[src/rtl/flash_seq_pkg.sv]
package flash_seq_pkg;
  typedef enum logic [1:0] {
    OP_PROG  = 2'd0,
    OP_SECT  = 2'd1,
    OP_CHIP  = 2'd2,
    OP_IDENT = 2'd3
  } op_e;

  typedef enum logic [1:0] {
    JM_NORM,
    JM_CONF1,
    JM_CONF2
  } judge_mode_e;

  localparam logic [14:0] UNLK_A = 15'h5555;
  localparam logic [14:0] UNLK_B = 15'h2AAA;
endpackage

[src/rtl/flash_cmd_table.sv]
module flash_cmd_table
  import flash_seq_pkg::*;
#(
  parameter int AW = 16
) (
  input  op_e           op,
  input  logic [2:0]    idx,
  input  logic [AW-1:0] req_addr,
  input  logic [7:0]    req_data,
  output logic [AW-1:0] wr_addr,
  output logic [7:0]    wr_data,
  output logic [2:0]    n_wr
);
  localparam logic [AW-1:0] A_FIRST  = AW'(UNLK_A);
  localparam logic [AW-1:0] A_SECOND = AW'(UNLK_B);

  logic [7:0] third_code;

  always_comb begin
    case (op)
      OP_PROG:  third_code = 8'hA0;
      OP_IDENT: third_code = 8'h90;
      default:  third_code = 8'h80;
    endcase
  end

  always_comb begin
    case (op)
      OP_PROG:  n_wr = 3'd4;
      OP_IDENT: n_wr = 3'd3;
      default:  n_wr = 3'd6;
    endcase
  end

  always_comb begin
    wr_addr = A_FIRST;
    wr_data = 8'hAA;
    case (idx)
      3'd1: begin wr_addr = A_SECOND; wr_data = 8'h55; end
      3'd2: begin wr_addr = A_FIRST;  wr_data = third_code; end
      3'd3: begin
        if (op == OP_PROG) begin
          wr_addr = req_addr;
          wr_data = req_data;
        end
      end
      3'd4: begin wr_addr = A_SECOND; wr_data = 8'h55; end
      3'd5: begin
        if (op == OP_SECT) begin
          wr_addr = req_addr;
          wr_data = 8'h30;
        end else begin
          wr_addr = A_FIRST;
          wr_data = 8'h10;
        end
      end
      default: ;
    endcase
  end
endmodule

[src/rtl/flash_bus_cycle.sv]
module flash_bus_cycle #(
  parameter int AW         = 16,
  parameter int SETUP_CLKS = 1,
  parameter int PULSE_CLKS = 2,
  parameter int HOLD_CLKS  = 1,
  parameter int READ_CLKS  = 2
) (
  input  logic          clk,
  input  logic          rst,
  input  logic          go,
  input  logic          rd,
  input  logic [AW-1:0] addr,
  input  logic [7:0]    wdata,
  input  logic [7:0]    fl_rdata,
  output logic [AW-1:0] fl_addr,
  output logic [7:0]    fl_wdata,
  output logic          fl_ce_n,
  output logic          fl_oe_n,
  output logic          fl_we_n,
  output logic          fin,
  output logic [7:0]    rbyte
);
  localparam int M1   = (SETUP_CLKS > PULSE_CLKS) ? SETUP_CLKS : PULSE_CLKS;
  localparam int M2   = (HOLD_CLKS > READ_CLKS) ? HOLD_CLKS : READ_CLKS;
  localparam int MAXC = (M1 > M2) ? M1 : M2;
  localparam int CW   = $clog2(MAXC + 1);

  typedef enum logic [2:0] {B_IDLE, B_SETUP, B_PULSE, B_HOLD, B_READ} bstate_e;

  bstate_e       st;
  logic [CW-1:0] cnt;

  always_ff @(posedge clk) begin
    if (rst) begin
      st       <= B_IDLE;
      cnt      <= '0;
      fl_addr  <= '0;
      fl_wdata <= '0;
      fl_ce_n  <= 1'b1;
      fl_oe_n  <= 1'b1;
      fl_we_n  <= 1'b1;
      fin      <= 1'b0;
      rbyte    <= '0;
    end else begin
      fin <= 1'b0;
      case (st)
        B_IDLE: begin
          if (go) begin
            fl_addr  <= addr;
            fl_wdata <= wdata;
            fl_ce_n  <= 1'b0;
            if (rd) begin
              fl_oe_n <= 1'b0;
              cnt     <= CW'(READ_CLKS - 1);
              st      <= B_READ;
            end else begin
              cnt <= CW'(SETUP_CLKS - 1);
              st  <= B_SETUP;
            end
          end
        end
        B_SETUP: begin
          if (cnt == '0) begin
            fl_we_n <= 1'b0;
            cnt     <= CW'(PULSE_CLKS - 1);
            st      <= B_PULSE;
          end else cnt <= cnt - 1'b1;
        end
        B_PULSE: begin
          if (cnt == '0) begin
            fl_we_n <= 1'b1;
            cnt     <= CW'(HOLD_CLKS - 1);
            st      <= B_HOLD;
          end else cnt <= cnt - 1'b1;
        end
        B_HOLD: begin
          if (cnt == '0) begin
            fl_ce_n <= 1'b1;
            fin     <= 1'b1;
            st      <= B_IDLE;
          end else cnt <= cnt - 1'b1;
        end
        B_READ: begin
          if (cnt == '0) begin
            rbyte   <= fl_rdata;
            fl_oe_n <= 1'b1;
            fl_ce_n <= 1'b1;
            fin     <= 1'b1;
            st      <= B_IDLE;
          end else cnt <= cnt - 1'b1;
        end
        default: st <= B_IDLE;
      endcase
    end
  end
endmodule

[src/rtl/flash_poll_judge.sv]
module flash_poll_judge
  import flash_seq_pkg::*;
(
  input  logic       clk,
  input  logic       rst,
  input  logic       clear,
  input  logic       sample,
  input  logic [7:0] rbyte,
  input  logic       exp7,
  output logic       complete
);
  judge_mode_e mode;
  logic        have_prev;
  logic        prev6;
  logic        c1ok;
  logic        same6;
  logic        m7;

  assign same6 = have_prev && (rbyte[6] == prev6);
  assign m7    = (rbyte[7] == exp7);

  always_comb begin
    complete = 1'b0;
    if (sample) begin
      case (mode)
        JM_NORM:  complete = same6 && m7;
        JM_CONF2: complete = c1ok && m7 && (rbyte[6] == prev6);
        default:  complete = 1'b0;
      endcase
    end
  end

  always_ff @(posedge clk) begin
    if (rst || clear) begin
      mode      <= JM_NORM;
      have_prev <= 1'b0;
      prev6     <= 1'b0;
      c1ok      <= 1'b0;
    end else if (sample) begin
      prev6     <= rbyte[6];
      have_prev <= 1'b1;
      case (mode)
        JM_NORM:  if (same6 && !m7) mode <= JM_CONF1;
        JM_CONF1: begin
          c1ok <= m7;
          mode <= JM_CONF2;
        end
        default:  mode <= JM_NORM;
      endcase
    end
  end
endmodule

[src/rtl/flash_seq_ctrl.sv]
module flash_seq_ctrl
  import flash_seq_pkg::*;
#(
  parameter int AW         = 16,
  parameter int SETUP_CLKS = 1,
  parameter int PULSE_CLKS = 2,
  parameter int HOLD_CLKS  = 1,
  parameter int READ_CLKS  = 2,
  parameter int POLL_LIMIT = 1000
) (
  input  logic          clk,
  input  logic          rst,
  input  logic          start,
  input  logic [1:0]    op,
  input  logic [AW-1:0] req_addr,
  input  logic [7:0]    req_data,
  output logic          idle,
  output logic          done,
  output logic          err,
  output logic [15:0]   id_bytes,
  output logic [AW-1:0] fl_addr,
  output logic [7:0]    fl_wdata,
  input  logic [7:0]    fl_rdata,
  output logic          fl_ce_n,
  output logic          fl_oe_n,
  output logic          fl_we_n
);
  localparam int PCW = $clog2(POLL_LIMIT + 1);

  typedef enum logic [3:0] {
    T_IDLE, T_WR, T_WR_W, T_POLL, T_POLL_W,
    T_IDRD, T_IDRD_W, T_EXIT, T_EXIT_W, T_FIN
  } tstate_e;

  tstate_e        state;
  op_e            op_q;
  logic [AW-1:0]  addr_q;
  logic [7:0]     data_q;
  logic [2:0]     stp;
  logic [PCW-1:0] pcnt;
  logic           idsel;
  logic [15:0]    id_q;
  logic           fail_q;

  logic [AW-1:0]  tw_a;
  logic [7:0]     tw_d;
  logic [2:0]     tw_n;
  logic           b_go, b_rd, b_fin;
  logic [AW-1:0]  b_addr;
  logic [7:0]     b_wd, b_rbyte;
  logic           j_clear, j_sample, j_done;

  flash_cmd_table #(.AW(AW)) u_tbl (
    .op(op_q), .idx(stp), .req_addr(addr_q), .req_data(data_q),
    .wr_addr(tw_a), .wr_data(tw_d), .n_wr(tw_n)
  );

  always_comb begin
    b_go   = 1'b0;
    b_rd   = 1'b0;
    b_addr = '0;
    b_wd   = '0;
    case (state)
      T_WR:   begin b_go = 1'b1; b_addr = tw_a; b_wd = tw_d; end
      T_POLL: begin b_go = 1'b1; b_rd = 1'b1; b_addr = addr_q; end
      T_IDRD: begin b_go = 1'b1; b_rd = 1'b1; b_addr = AW'(idsel); end
      T_EXIT: begin b_go = 1'b1; b_wd = 8'hF0; end
      default: ;
    endcase
  end

  flash_bus_cycle #(
    .AW(AW), .SETUP_CLKS(SETUP_CLKS), .PULSE_CLKS(PULSE_CLKS),
    .HOLD_CLKS(HOLD_CLKS), .READ_CLKS(READ_CLKS)
  ) u_bus (
    .clk(clk), .rst(rst), .go(b_go), .rd(b_rd), .addr(b_addr), .wdata(b_wd),
    .fl_rdata(fl_rdata), .fl_addr(fl_addr), .fl_wdata(fl_wdata),
    .fl_ce_n(fl_ce_n), .fl_oe_n(fl_oe_n), .fl_we_n(fl_we_n),
    .fin(b_fin), .rbyte(b_rbyte)
  );

  assign j_clear  = (state == T_IDLE) && start;
  assign j_sample = (state == T_POLL_W) && b_fin;

  flash_poll_judge u_judge (
    .clk(clk), .rst(rst), .clear(j_clear), .sample(j_sample),
    .rbyte(b_rbyte), .exp7((op_q == OP_PROG) ? data_q[7] : 1'b1),
    .complete(j_done)
  );

  assign idle = (state == T_IDLE);

  always_ff @(posedge clk) begin
    if (rst) begin
      state    <= T_IDLE;
      op_q     <= OP_PROG;
      addr_q   <= '0;
      data_q   <= '0;
      stp      <= '0;
      pcnt     <= '0;
      idsel    <= 1'b0;
      id_q     <= '0;
      fail_q   <= 1'b0;
      done     <= 1'b0;
      err      <= 1'b0;
      id_bytes <= '0;
    end else begin
      done <= 1'b0;
      err  <= 1'b0;
      case (state)
        T_IDLE: begin
          if (start) begin
            op_q   <= op_e'(op);
            addr_q <= req_addr;
            data_q <= req_data;
            stp    <= '0;
            pcnt   <= '0;
            idsel  <= 1'b0;
            id_q   <= '0;
            fail_q <= 1'b0;
            state  <= T_WR;
          end
        end
        T_WR: state <= T_WR_W;
        T_WR_W: begin
          if (b_fin) begin
            if (stp == tw_n - 3'd1)
              state <= (op_q == OP_IDENT) ? T_IDRD : T_POLL;
            else begin
              stp   <= stp + 3'd1;
              state <= T_WR;
            end
          end
        end
        T_POLL: state <= T_POLL_W;
        T_POLL_W: begin
          if (b_fin) begin
            pcnt <= pcnt + 1'b1;
            if (j_done) state <= T_FIN;
            else if (pcnt == PCW'(POLL_LIMIT - 1)) begin
              fail_q <= 1'b1;
              state  <= T_FIN;
            end else state <= T_POLL;
          end
        end
        T_IDRD: state <= T_IDRD_W;
        T_IDRD_W: begin
          if (b_fin) begin
            if (!idsel) begin
              id_q[15:8] <= b_rbyte;
              idsel      <= 1'b1;
              state      <= T_IDRD;
            end else begin
              id_q[7:0] <= b_rbyte;
              state     <= T_EXIT;
            end
          end
        end
        T_EXIT:   state <= T_EXIT_W;
        T_EXIT_W: if (b_fin) state <= T_FIN;
        T_FIN: begin
          done     <= 1'b1;
          err      <= fail_q;
          id_bytes <= id_q;
          state    <= T_IDLE;
        end
        default: state <= T_IDLE;
      endcase
    end
  end
endmodule

[config.mk]
export PLATFORM = sky130hd
export DESIGN_NAME = flash_seq_ctrl
export DESIGN_NICKNAME = d
export VERILOG_FILES = /design/src/rtl/flash_seq_pkg.sv /design/src/rtl/flash_cmd_table.sv /design/src/rtl/flash_bus_cycle.sv /design/src/rtl/flash_poll_judge.sv /design/src/rtl/flash_seq_ctrl.sv
export SDC_FILE = /design/constraint.sdc
export NUM_CORES = 1
export LEC_CHECK = 0
export BUFFER_PORTS_ARGS = -buffer_cell sky130_fd_sc_hd__clkbuf_2
export CAP_MARGIN = 20
export CORE_MARGIN = 2
export CORE_UTILIZATION = 55
export CTS_BUF_LIST = sky130_fd_sc_hd__clkbuf_16
export CTS_CLUSTER_SIZE = 16
export DETAILED_ROUTE_END_ITERATION = 12
export PLACE_DENSITY = 0.77
export SYNTH_ARGS = -nofsm -noshare
export SYNTH_HDL_FRONTEND = slang
export SYNTH_SLANG_ARGS = --single-unit
[constraint.sdc]
create_clock -name clk -period 2.5 [get_ports clk]
set_input_delay 0.25 -clock clk [delete_from_list [all_inputs] [get_ports clk]]
set_output_delay 0.25 -clock clk [all_outputs]
set_load 0.03 [all_outputs]
==> run_results.csv <==
group,metric,value,unit
detailed_routing,avgViaCountPerCell,5.62,
pwr,powerDensity,845,nW/um^2
detailed_routing,detail_route.wirelength,13.4,mm
cells_and_area,final_net_count,812,
detailed_routing,post_drt_wl_per_cell,14.8,microns
critical_path,ff2ff_setup_slack,0.35,ns
critical_path,critPathMaxFanout,16,
clocking,cts.root.buffer_cell,"clkbuf_16",
cells_and_area,syn2layout_area_growth,19.3,%
pwr,total_leakage_power,2.55,nW
yosys,yosys_most_used_dff,"dfxtp_1",
critical_path,worst-endpoint-required,2.79,ns
floorplan,floorplan.die_area,10900,sq um
clocking,tritoncts,"built",
global_route,first_global_vias,4801,
detailed_routing,drt_iter0_markers,468,
detailed_routing,via_count,5106,
clocking,post-cts-setup-buffer-count,0,
timing,tns,0,ns
yosys,yosysWarnings,0,
yosys,synthCells,690,
clocking,cts_hold_buffers,0,
timing,layout_worst_path_cycle_share,0.859,
timing,unrepaired_setup_endpoints_after_global_routing,"no",
global_route,grt_pass1_wl,22.7,mm
clocking,cts_made_buffers,17,
pwr,irDropWorstVdd,0.515,mV
critical_path,end_kind,"flip-flop",
cells_and_area,layout-drive-gt1-share,0.175,
run,timing.max_cap.violations,0,
global_route,gr-usage-met2,0.422,
yosys,netlist_top_cells_area,"dfxtp_1, nand2_1, a21oi_1, nor2_1, a22oi_1",
timing,final_critical_path_required_period,2.15,ns
critical_path,critPathKind,"flip-flop to flip-flop",
timing,tightestPinTransition,0.739,ns
critical_path,arrival,2.44,ns
floorplan,num_io_pins,83,
clocking,cts_htree_levels,4,
timing,clock.fmax,466,MHz
yosys,yosysTopAreaCell,"dfxtp_1",
pwr,power.total,5.56,mW
floorplan,die_width,104,microns
timing,relSlewSlack,0.506,
floorplan,die_height,104,microns
global_route,grt_total_usage,0.254,
timing,skew,0.00753,ns
detailed_routing,drc,0,
outcome,status,"finished, final reports clean",
yosys,synth_seq_cells,125,
clocking,cts.sinks,125,
global_route,grt_start_max_net_pins,70,
floorplan,design.core.area,9770,sq um
timing,setup_viol_count_final,0,
timing,hold_violations,0,
clocking,clkTransAtPathRegs,0.06,ns
floorplan,num_rows,36,
clocking,postCtsResizedCells,0,
clocking,insertion_delay,0.41,ns
yosys,async_flop_share,0,
yosys,yosysTopAreaCellShare,0.453,
yosys,seq_area_frac_synth,0.453,
floorplan,starting_density_of_the_core,0.565,
timing,final_max_slew_viol_count,0,
global_route,grt_antenna_before_repair,0,
global_route,grt_remaining_overflow,0,
yosys,edff_count_synth,0,
place,replace_congestion,0.953,
hold_path,kind_of_path_behind_the_tightest_hold_check,"input port to flip-flop",
yosys,netlist_area,5520,sq um
yosys,synth.avg_cell_area,8.00,sq um
global_route,grtUsageMet3,0.0551,
cells_and_area,diodes,0,
global_route,use_met1,0.329,
place,dpl.hpwl,9.17,mm
place,port_buffers,82,
detailed_routing,detailedRoute.firstPassIterationCount,5,
yosys,yosys.cell_types.count,64,
yosys,mappedNetlistNets,739,
clocking,maximum_count_of_clock_buffers_along_a_single_path,2,
critical_path,setup.worst_path.start_class,"flip-flop",
global_route,top_usage_layer,"met2",
detailed_routing,detail-route-antenna-nets,0,
synthesized netlist by cell type, types with 4 or more instances:
master	n
a211o_1	6
a21o_1	4
a21oi_1	86
a221o_1	6
a22oi_1	20
a31oi_1	10
and2_1	4
buf_2	9
clkbuf_1	26
dfxtp_1	125
ha_1	12
inv_1	24
nand2_1	157
nand2b_1	7
nand3_1	11
nand4_1	6
nor2_1	64
nor2b_1	6
nor3_1	14
o21ai_0	11
o22ai_1	7
xnor2_1	8
xor2_1	7
path summary, 6_finish.rpt:
check         startpoint         to  cells past startpoint
max             state[3]     fail_q                      5
min          req_addr[7]  addr_q[7]                      3
max reg2reg     state[3]     fail_q                      5
min reg2reg    addr_q[1]  addr_q[1]                      2
cell type report:
class / instances / area [sq um]
Tap cell: 133 / 166
Clock buffer: 17 / 425
Inverter: 25 / 93.8
Timing Repair Buffer: 93 / 495
Sequential cell: 125 / 2500
Clock inverter: 15 / 149
Fill cell: 841 / 3190
Multi-Input combinational cell: 501 / 2750
layout by cell type (no fill, tap or decap), types with 4 or more instances in the layout:
cell type / netlist / layout
nor3_1: 14 / 14
ha_1: 12 / 12
inv_1: 24 / 26
xnor2_1: 8 / 8
nand2_1: 157 / 157
nor2b_1: 6 / 6
clkinvlp_4: 0 / 5
dfxtp_1: 125 / 125
nand4_1: 6 / 6
a211o_1: 6 / 6
nand3_1: 11 / 11
a31oi_1: 10 / 10
nor2_1: 64 / 64
a21o_1: 4 / 4
a221o_1: 6 / 6
a21oi_1: 86 / 86
clkbuf_2: 0 / 81
o21ai_0: 11 / 11
buf_4: 2 / 12
xor2_1: 7 / 7
and2_1: 4 / 4
clkbuf_16: 0 / 17
nand2b_1: 7 / 7
o22ai_1: 7 / 7
a22oi_1: 20 / 20
worst max-delay path, stage by stage (launching register included):
cell and delay (ns):
dfxtp_1 0.48, nor4b_4 0.56, nand2_2 0.16, or4_4 0.57, a31oi_1 0.19, nor2_1 0.07
logic make-up after synthesis:
kind of cell,share of synthesized area
AND/OR/NAND/NOR,0.238
AO/OA/AOI/OAI,0.202
flip-flops,0.453
buffers and inverters,0.0483
XOR/XNOR,0.0238
adder cells (fa/ha/maj),0.0272
multiplexers,0.00748
flip-flops by register name, summed over array words and instances, names as in the netlist, 3 cells and up:
signal	flops
id_q	16
u_bus.fl_addr	16
u_bus.fl_wdata	8
stp	3
addr_q	16
u_bus.rbyte	8
state	4
id_bytes	16
u_bus.st	3
pcnt	10
data_q	8
power breakdown:
part | internal (mW) | switching (mW) | leakage, nW | total, mW
Clock | 1.46 | 0.915 | 0.272 | 2.38
Combinational | 0.317 | 0.596 | 1.26 | 0.913
Sequential | 2.12 | 0.147 | 1.01 | 2.27
routing by layer:
layer  up-vias  share of wire
li1       2523              -
met1      2388           0.44
met2       172           0.49
met3        23          0.056
met4         0          0.013
met5         -              0
through the flow:
stage / instances / setup slack (ns) / util / hold slack (ns) / instance area [sq um]
CTS: 909 / 0.355 / 0.674 / 0.0458 / 6580
finish: 909 / 0.352 / 0.674 / 0.0549 / 6580
global placement: 877 / 0.479 / 0.615 / 0.440 / 6010
floorplan: 690 / 0.428 / - / 0.386 / 5520
detailed placement: 877 / 0.386 / 0.615 / 0.444 / 6010
global route: 909 / 0.165 / 0.674 / 0.0636 / 6580
Power figures use the tool's default switching activity.
